===== config.mk =====
export PLATFORM = sky130hd
export DESIGN_NAME = lpc_phase_mon
export DESIGN_NICKNAME = d
export VERILOG_FILES = /design/src/rtl/lpc_phase_mon.sv
export SDC_FILE = /design/constraint.sdc
export NUM_CORES = 1
export LEC_CHECK = 0
export ABC_CLOCK_PERIOD_IN_PS = 2750
export BUFFER_PORTS_ARGS = -buffer_cell sky130_fd_sc_hd__buf_2
export CORE_AREA = 2 2 59 61
export DETAILED_ROUTE_END_ITERATION = 12
export DIE_AREA = 0 0 61 63
export PLACE_DENSITY_LB_ADDON = 0.3
export SYNTH_ARGS = -nofsm -noshare
export SYNTH_HDL_FRONTEND = slang
export SYNTH_SLANG_ARGS = --single-unit
export TNS_END_PERCENT = 30

===== constraint.sdc =====
create_clock -name clk -period 2.75 [get_ports clk]
set_input_delay 0.825 -clock clk [delete_from_list [all_inputs] [get_ports clk]]
set_output_delay 0.825 -clock clk [all_outputs]
set_load 0.01 [all_outputs]

===== src/rtl/lpc_phase_mon.sv =====
// Phase monitor: compares each oversampled input value with the previous one
// and sets a sticky mask bit for the sub-phase of any sample that changed.
// Assumes: samp_i/samp_sp_i come from one register stage and samp_vld_i marks
// that the stage holds a real sample.
module lpc_phase_mon #(
    parameter int WORD_W = 32,
    parameter int OSR    = 4,
    parameter int SP_W   = 2
) (
    input  logic              clk,
    input  logic              rst_n,
    input  logic              clr_i,
    input  logic              samp_vld_i,
    input  logic [WORD_W-1:0] samp_i,
    input  logic [SP_W-1:0]   samp_sp_i,
    output logic [OSR-1:0]    mask_o
);
    logic [WORD_W-1:0] prev_q;
    logic              primed_q;
    logic [OSR-1:0]    mask_q;
    logic              edge_seen;

    assign edge_seen = samp_vld_i && primed_q && (samp_i != prev_q);

    // Keep the previous sample once the first one exists.
    always_ff @(posedge clk) begin
        if (!rst_n) begin
            prev_q   <= '0;
            primed_q <= 1'b0;
        end else if (samp_vld_i) begin
            prev_q   <= samp_i;
            primed_q <= 1'b1;
        end
    end

    // Record the sub-phase of every transition; cleared on request.
    always_ff @(posedge clk) begin
        if (!rst_n) begin
            mask_q <= '0;
        end else if (clr_i) begin
            mask_q <= '0;
        end else if (edge_seen) begin
            mask_q[samp_sp_i] <= 1'b1;
        end
    end

    assign mask_o = mask_q;
endmodule


==> impl_metrics.ini, run 1 <==
[timing]
timing.slew.headroom_pct = 63.7
slew_viol_final = 0
worst_slack_ns = 0.978
finalCritPeriodShare_pct = 64.4
rsz0062_at_grt = no
fin_skew_ns = 0.00290
tightest_slew_ns = 0.545
holdWs_ns = 0.478
tns_ns = 0
setup_violations = 0
finalHoldViolCount = 0
layout_min_cycle_time_ns = 1.77
max_freq_ghz = 0.564

[floorplan]
core_area_mm2 = 0.00323
start_util_pct = 53.6
std_cell_rows = 21
chipHeight_um = 63
die-area_mm2 = 0.00384
die_w_um = 61
io_pins = 42

[min_path]
min_from = primed_q$_SDFFE_PN0P_
worstHoldPathCells = 1
hold_class = flop to flop
hold_path_end = primed_q$_SDFFE_PN0P_

[routing]
initialDrtViolationCount = 67
avgRoutedWirePerCell_um = 12.3
num_vias = 1254
drt_wl_total_mm = 3.12
first_pass_iters = 4
ant_nets = 0
via_per_inst = 4.96
drc = 0

[layout]
drive_above_1_share_pct = 23.2
mostFrequentLayoutCells = buf_2 (41), dfxtp_1 (37), nor2b_1 (33), mux2i_1 (32), xnor2_1 (32)
antennaDiodeCount = 0
fin_nets = 245
finalInstanceArea_mm2 = 0.00203
layout_commonest_cell = buf_2
fin_cells = 253
area_delta_synth_final_pct = 17.0

[global_route]
antenna_found_initial = 0
use_met2_pct = 28.5
track_usage_pct = 17.4
use_met1_pct = 19.8
grt_start_max_net_pins = 36
grt_pass1_vias = 1177
grt_use_met3_pct = 6.83
gr-total-overflow = 0
top_usage_layer = met2
grt_pass1_wl_mm = 4.92

[clock_network]
cts_tree = yes
clock-sinks = 37
insertion_delay_ns = 0.33
clockRootBuffer = clkbuf_4
cts_max_level = 2
cts_resized = 0
clkSlewWorstSetupHoldPaths_ns = 0.10
cts_post_setup_buffers_inserted = 0
hold_buffers = 0
cts_made_buffers = 5
clock_path_buffers = 2

[synth]
ys_seq_area_share_pct = 42.8
synthDistinctLibCells = 15
syn_nets = 203
ys_ff_latch = 37
syn-mean-instance-area_um2 = 10.5
yosysWarnings = 0
netlist_area_mm2 = 0.00173
syn_inst = 165

[placement]
dpl.cell_count = 246
portBuffers = 41
gp_congestion = 0.684
pre_cts_slack_ns = 0.637
dpl-instance-area_mm2 = 0.00197
dp_hpwl_mm = 2.30

[run_status]
status = completed

[setup_path]
worstPathArrival_ns = 2.00
reg2reg_slack_ns = 1.23
start_kind = input pin
rr_worst_depth = 5
critPathMaxFanout = 4
r2r-end = mask_o[0]$_SDFFE_PP0P_
worstSetupPathType = input pin to flop
cp.required_ns = 2.98
worst_setup_path_end_kind = flop
r2r-start = prev_q[23]$_SDFFE_PN0P_

[power]
powerDensity_mw_per_mm2 = 509
ir_worst_vdd_mv = 0.366
leakagePower_nw = 0.842

[flow_run]
drv_cap = 0
[report_power, final]
part           switching [mW]  internal [mW]
sequential             0.0190          0.565
combinational          0.0720         0.0914
clock                   0.163          0.121
total                   0.254          0.777
[critical path, cell delays in order]
cell,delay (ns)
buf_2,0.11
xnor2_1,0.15
nand4_1,0.12
nor4_1,0.38
nand2_1,0.18
a22o_1,0.24
[cell usage after synthesis (all sizes together)]
cell type | number | share of area [%]
mux2i | 32 | 18
dfxtp | 37 | 43
nor3 | 1 | 0.29
nor4b | 1 | 0.51
buf | 4 | 1.2
xnor2 | 32 | 16
nor4 | 4 | 1.4
inv | 1 | 0.22
nand4 | 8 | 2.9
nor2b | 33 | 12
nand2b | 1 | 0.36
a22o | 4 | 2.0
clkbuf | 3 | 0.65
nand2 | 3 | 0.65
o21a | 1 | 0.43
[logic make-up (layout without fill, tap and decap cells)]
family	count (synthesis)	after routing	synth area share (%)
compound gates	5	5	2.46
xor+xnor	32	32	16.2
buf+inv	8	50	2.02
flops	37	37	42.8
mux	32	32	18.5
simple gates	51	51	18.1
[worst max-delay path by stage]
stage / startpoint / endpoint / slack [ns] / depth (start not counted)
2_1_floorplan: samp_i[29] / mask_o[0]$_SDFFE_PP0P_ / 1.02 / 5
3_3_place_gp: samp_i[23] / mask_o[3]$_SDFFE_PP0P_ / 0.72 / 6
3_5_place_dp: samp_i[23] / mask_o[0]$_SDFFE_PP0P_ / 0.64 / 6
4_1_cts: samp_i[23] / mask_o[0]$_SDFFE_PP0P_ / 1.00 / 6
5_1_grt: samp_i[23] / mask_o[0]$_SDFFE_PP0P_ / 0.89 / 6
6_report: samp_i[23] / mask_o[0]$_SDFFE_PP0P_ / 0.98 / 6
[flip-flops by register name, summed over array words and instances (netlist names)]
name,count
prev_q,32
primed_q,1
mask_o,4
[area by class of cell]
| cell class | instances | area, um^2 |
|---|---|---|
| Sequential cell | 37 | 741 |
| Fill cell | 284 | 1210 |
| Tap cell | 46 | 57.6 |
| Clock buffer | 7 | 55.1 |
| Multi-Input combinational cell | 120 | 956 |
| Inverter | 1 | 3.75 |
| Timing Repair Buffer | 42 | 213 |
[layer usage]
metal,up-vias,routed length [um]
li1,643,-
met2,26,1590
met4,0,48
met5,-,0
met3,5,153
met1,580,1330
[through the flow]
step	power, mW	utilization [%]
after floorplan	0.705	-
after global placement	0.753	61.0
after detailed placement	0.761	61.0
after CTS	1.04	62.7
after global routing	1.08	62.7
final	1.03	62.7
Power figures use the tool's default switching activity.
==> inputs of run 2 (changes only) <==
--- a/config.mk
+++ b/config.mk
@@ -5,11 +5,11 @@
 export SDC_FILE = /design/constraint.sdc
 export NUM_CORES = 1
 export LEC_CHECK = 0
-export ABC_CLOCK_PERIOD_IN_PS = 2750
+export ABC_CLOCK_PERIOD_IN_PS = 1600
 export BUFFER_PORTS_ARGS = -buffer_cell sky130_fd_sc_hd__buf_2
-export CORE_AREA = 2 2 59 61
+export CORE_AREA = 2 2 64 66
 export DETAILED_ROUTE_END_ITERATION = 12
-export DIE_AREA = 0 0 61 63
+export DIE_AREA = 0 0 66 68
 export PLACE_DENSITY_LB_ADDON = 0.3
 export SYNTH_ARGS = -nofsm -noshare
 export SYNTH_HDL_FRONTEND = slang
==> constraint.sdc (replaced) <==
create_clock -name clk -period 1.6 [get_ports clk]
set_input_delay 0.48 -clock clk [delete_from_list [all_inputs] [get_ports clk]]
set_output_delay 0.48 -clock clk [all_outputs]
set_load 0.01 [all_outputs]
==> run 2 against run 1 <==
Compared with the run above:
- first-iteration DRC count increased by 6.0%
- sequential cell count unchanged
- die area increased by 17%
- register-to-register slack got worse by 1.0 ns
- worst hold slack got worse by 0.024 ns
- combinational power increased by 77%
- non-clock buffer count increased by 2
- routed wire length increased by 0.48%
- count of clock-buffer cells in the layout unchanged
- critical endpoint unchanged
- highest routed layer unchanged
==> impl_metrics.ini, run 2 (synthesis results as in run 1) <==
[run_status]
status = completed

[power]
seqPwrFrac_pct = 50.2
powerDensity_mw_per_mm2 = 947
clkPwrFrac_pct = 35.4
power_frac_comb_pct = 14.4
switchingPower_uw = 475
switching_share_pct = 23.8
leakagePower_nw = 0.879
ir_worst_vdd_mv = 0.539
p_int_mw = 1.52

[timing]
timing.slew.headroom_pct = 81.0
tns_ns = 0
rsz0062_at_grt = no
max_freq_ghz = 0.708
finalCritPeriodShare_pct = 88.3
fin_skew_ns = 0.00318
slew_viol_final = 0
layout_min_cycle_time_ns = 1.41
setup_violations = 0
finalHoldViolCount = 0
tightest_slew_ns = 0.284
worst_slack_ns = 0.188

[global_route]
grt_pass1_wl_mm = 5.16
grt_start_max_net_pins = 34
grt_pass1_vias = 1200
track_usage_pct = 15.2
gr-total-overflow = 0
antenna_found_initial = 0

[setup_path]
rr_worst_depth = 5
worst_setup_path_end_kind = flop
reg2reg_slack_ns = 0.19
worstPathArrival_ns = 1.59
start_kind = flop
worstSetupPathType = flop to flop
cp.required_ns = 1.78
critPathMaxFanout = 4
r2r-end = mask_o[0]$_SDFFE_PP0P_
r2r-start = prev_q[15]$_SDFFE_PN0P_

[min_path]
worstHoldPathCells = 1
hold_path_end = primed_q$_SDFFE_PN0P_
min_from = primed_q$_SDFFE_PN0P_
hold_class = flop to flop

[placement]
pre_cts_slack_ns = -0.159
portBuffers = 41
gp_congestion = 0.696
dp_hpwl_mm = 2.31

[floorplan]
die-area_mm2 = 0.00449
std_cell_rows = 23
core_area_mm2 = 0.00386
io_pins = 42
die_w_um = 66
chipHeight_um = 68
start_util_pct = 44.9

[routing]
ant_nets = 0
drt_wl_total_mm = 3.13
via_per_inst = 4.72
avgRoutedWirePerCell_um = 12.1
first_pass_iters = 4
drc = 0
initialDrtViolationCount = 71
num_vias = 1228

[flow_run]
drv_cap = 0

[layout]
fill_cells = 371
mostFrequentLayoutCells = buf_2 (41), dfxtp_1 (37), nor2b_1 (33), mux2i_1 (32), xnor2_1 (32)
fin_nets = 247
drive_above_1_share_pct = 25.2
largest_reg_flops = 32
area_delta_synth_final_pct = 21.9
layout_commonest_cell = buf_2
regMostFlops = prev_q
antennaDiodeCount = 0

[clock_network]
cts_made_buffers = 5
insertion_delay_ns = 0.28
clkSlewWorstSetupHoldPaths_ns = 0.07
cts_max_level = 2
hold_buffers = 0
clock_path_buffers = 2
clockRootBuffer = clkbuf_8
clock-sinks = 37
cts_tree = yes
-- run 2: cell count changes in the layout (fill, tap and decap cells not counted), sizes merged --
cell and change:
buf +2, clkinv +1
-- run 2: cell type report --
| class | count | area, um^2 | area share (%) |
|---|---|---|---|
| tap | 50 | 62.6 | 2.96 |
| multi-input combinational | 120 | 962 | 45.6 |
| clock buffer | 7 | 96.3 | 4.56 |
| clock inverter | 1 | 5.00 | 0.237 |
| inverter | 1 | 3.75 | 0.178 |
| timing repair buffer | 44 | 240 | 11.4 |
| sequential | 37 | 741 | 35.1 |
-- run 2: per-stage QoR --
step | hold slack, ns | instance area [um^2] | instances | power [mW] | utilization (%)
5_1_grt | 0.484 | 2110 | 260 | 2.10 | 54.7
6_report | 0.454 | 2110 | 260 | 2.00 | 54.7
2_1_floorplan | 0.428 | 1730 | 165 | 1.21 | -
3_5_place_dp | 0.441 | 2000 | 252 | 1.31 | 51.9
4_1_cts | 0.458 | 2100 | 260 | 2.02 | 54.6
3_3_place_gp | 0.438 | 2000 | 252 | 1.31 | 51.9
-- run 2: worst max-delay path by stage --
stage                                       start                     end  slack, ns  cells after the start
final                     prev_q[15]$_SDFFE_PN0P_  mask_o[0]$_SDFFE_PP0P_       0.19                      5
after global routing      prev_q[15]$_SDFFE_PN0P_  mask_o[3]$_SDFFE_PP0P_       0.04                      5
after CTS                 prev_q[23]$_SDFFE_PN0P_  mask_o[0]$_SDFFE_PP0P_       0.10                      5
after detailed placement               samp_i[23]  mask_o[3]$_SDFFE_PP0P_      -0.16                      6
after global placement                 samp_i[22]  mask_o[3]$_SDFFE_PP0P_      -0.13                      6
after floorplan                        samp_i[29]  mask_o[0]$_SDFFE_PP0P_       0.22                      5
-- run 2: repair_timing --
action,CTS,global route
buffers inserted,0,0
setup endpoints to repair,0,4
resized for setup,0,1
-- run 2: per-layer routing --
metal / vias to the layer above / global-route usage [%] / share of wire [%]
met5: - / 0 / 0
met4: 0 / 4.59 / 0.61
met3: 2 / 5.59 / 6.1
met2: 29 / 26.4 / 45
met1: 551 / 17.7 / 48
li1: 646 / - / -
-- run 2: worst max-delay path, cell delays in order (launching register included) --
cell	delay [ns]
dfxtp_1	0.33
xnor2_1	0.15
nand4_1	0.14
nor4_2	0.32
nand2_1	0.16
a22o_1	0.22
-- run 2: power by group through the flow --
| stage | Sequential, mW | Combinational (mW) | Clock (mW) |
|---|---|---|---|
| detailed placement | 1.02 | 0.291 | 0 |
| finish | 1.00 | 0.288 | 0.708 |
| floorplan | 1.02 | 0.192 | 0 |
| global route | 1.01 | 0.323 | 0.767 |
| CTS | 1.00 | 0.292 | 0.726 |
| global placement | 1.02 | 0.286 | 0 |
==> inputs of run 3 (changes only) <==
--- a/config.mk
+++ b/config.mk
@@ -7,9 +7,9 @@
 export LEC_CHECK = 0
 export ABC_CLOCK_PERIOD_IN_PS = 1600
 export BUFFER_PORTS_ARGS = -buffer_cell sky130_fd_sc_hd__buf_2
-export CORE_AREA = 2 2 64 66
+export CORE_AREA = 2 2 58 73
 export DETAILED_ROUTE_END_ITERATION = 12
-export DIE_AREA = 0 0 66 68
+export DIE_AREA = 0 0 60 75
 export PLACE_DENSITY_LB_ADDON = 0.3
 export SYNTH_ARGS = -nofsm -noshare
 export SYNTH_HDL_FRONTEND = slang
==> run 3 against run 2 <==
Compared with the run above:
- worst hold slack improved by 0.0023 ns
- core utilization increased by 0.60 points
- sequential power about the same
- clock skew about the same
- via count increased by 5.1%
- fmax decreased by 6.0%
- sequential share of layout area increased by 0.27 points
- die area increased by 0.27%
- largest power group unchanged
==> impl_metrics.ini, run 3 (synthesis results as in run 1) <==
[power]
p_total_mw = 1.91
leakagePower_nw = 0.865
ir_worst_vdd_mv = 0.609
powerDensity_mw_per_mm2 = 912

[flow_run]
drv_cap = 0

[global_route]
grt_pass1_vias = 1314
antenna_found_initial = 0
grt_start_max_net_pins = 24
gr-total-overflow = 0
grt_pass1_wl_mm = 5.57
track_usage_pct = 17.2

[clock_network]
cts_made_buffers = 5
clockRootBuffer = clkbuf_8
clock-sinks = 37
insertion_delay_ns = 0.28
cts_max_level = 2
clock_path_buffers = 2
clkSlewWorstSetupHoldPaths_ns = 0.07
cts_tree = yes

[layout]
multi_input_area_um2 = 962
regMostFlops = prev_q
fin_nets = 247
fill_cells = 352
fin_cells = 264
largest_reg_flops = 32
drive_above_1_share_pct = 23.8
mostFrequentLayoutCells = buf_2 (41), dfxtp_1 (37), nor2b_1 (33), mux2i_1 (32), xnor2_1 (32)
area_delta_synth_final_pct = 21.0
register_area_um2 = 741
antennaDiodeCount = 0
layout_commonest_cell = buf_2
fin_util_pct = 55.3

[placement]
portBuffers = 41
dpl.cell_count = 256
pre_cts_slack_ns = -0.200
dp_hpwl_mm = 2.71
gp_congestion = 0.777

[run_status]
status = completed

[timing]
worst_slack_ns = 0.0979
tightest_slew_ns = 0.321
layout_min_cycle_time_ns = 1.50
fin_skew_ns = 0.00349
timing.slew.headroom_pct = 78.3
max_freq_ghz = 0.666
rsz0062_at_grt = no
finalCritPeriodShare_pct = 93.9
slew_viol_final = 0
setup_violations = 0
finalHoldViolCount = 0

[setup_path]
start_kind = flop
cp.required_ns = 1.77
path_depth = 5
worstSetupPathType = flop to flop
path_buf_inv = 0
max_stage_delay_ns = 0.32
crit_chain = xnor2_1 > nand4_1 > nor4_2 > nand2_1 > a22o_1
cp_top_family = simple AND/OR/NAND/NOR gates
rr_worst_depth = 5
slowest_stage = dfxtp_1
worst_setup_path_end_kind = flop
worstPathArrival_ns = 1.68
critPathMaxFanout = 4

[floorplan]
die-area_mm2 = 0.00450
std_cell_rows = 25
start_util_pct = 45.8
die_w_um = 60
core_area_mm2 = 0.00378
io_pins = 42
chipHeight_um = 75

[routing]
drt_wl_total_mm = 3.51
first_pass_iters = 4
avgRoutedWirePerCell_um = 13.3
drc = 0
ant_nets = 0
via_per_inst = 4.89
num_vias = 1291
initialDrtViolationCount = 28

[min_path]
hold_class = flop to flop
worstHoldPathCells = 1
[run 3: cell types whose count changed in the layout (fill, tap and decap cells not counted)]
cell,previous run,this run
clkbuf_1,0,3
clkbuf_8,7,5
clkinv_2,1,0
[run 3: layout make-up]
| type | count | area share, % |
|---|---|---|
| Multi-Input combinational cell | 120 | 45.9 |
| Inverter | 1 | 0.179 |
| Tap cell | 54 | 3.23 |
| Clock buffer | 8 | 3.82 |
| Sequential cell | 37 | 35.4 |
| Timing Repair Buffer | 44 | 11.5 |
[run 3: metal layers]
layer,up-vias,track usage (%),wire length (um)
li1,646,-,-
met1,607,17.5,1370
met2,33,31.0,1910
met3,5,4.98,160
met4,0,9.38,70
met5,-,0,0
[run 3: worst paths after layout]
path                                          endpoint  slack (ns)                   start
worst max-delay path            mask_o[0]$_SDFFE_PP0P_         0.1  prev_q[8]$_SDFFE_PN0P_
worst max register to register  mask_o[0]$_SDFFE_PP0P_         0.1  prev_q[8]$_SDFFE_PN0P_
worst min-delay path             primed_q$_SDFFE_PN0P_        0.46   primed_q$_SDFFE_PN0P_
worst min register to register   primed_q$_SDFFE_PN0P_        0.46   primed_q$_SDFFE_PN0P_
[run 3: worst reg2reg max path, delay by kind of cell, from the launching register on]
kind,cells,cell delay [ns]
AOI/OAI and AO/OA,1,0.23
xor gates and xnor gates,1,0.23
DFF,1,0.32
and+or+nand+nor,3,0.62
[run 3: what timing repair did]
action                     in CTS  in global routing
buffers inserted                0                  0
setup endpoints to repair       0                  4
hold buffers                    0                  0
gates resized for setup         0                  1
[run 3: through the flow]
step	hold slack (ns)	area, um^2	setup TNS, ns
2_1_floorplan	0.428	1730	0
3_3_place_gp	0.437	2010	-0.562
3_5_place_dp	0.441	2010	-0.732
4_1_cts	0.457	2090	0
5_1_grt	0.485	2090	0
6_report	0.456	2090	0
[run 3: power breakdown]
group	switching (mW)	total, mW	internal [mW]
logic	0.131	0.294	0.163
registers	0.0335	1.01	0.972
clock network	0.302	0.611	0.309
total	0.466	1.91	1.44
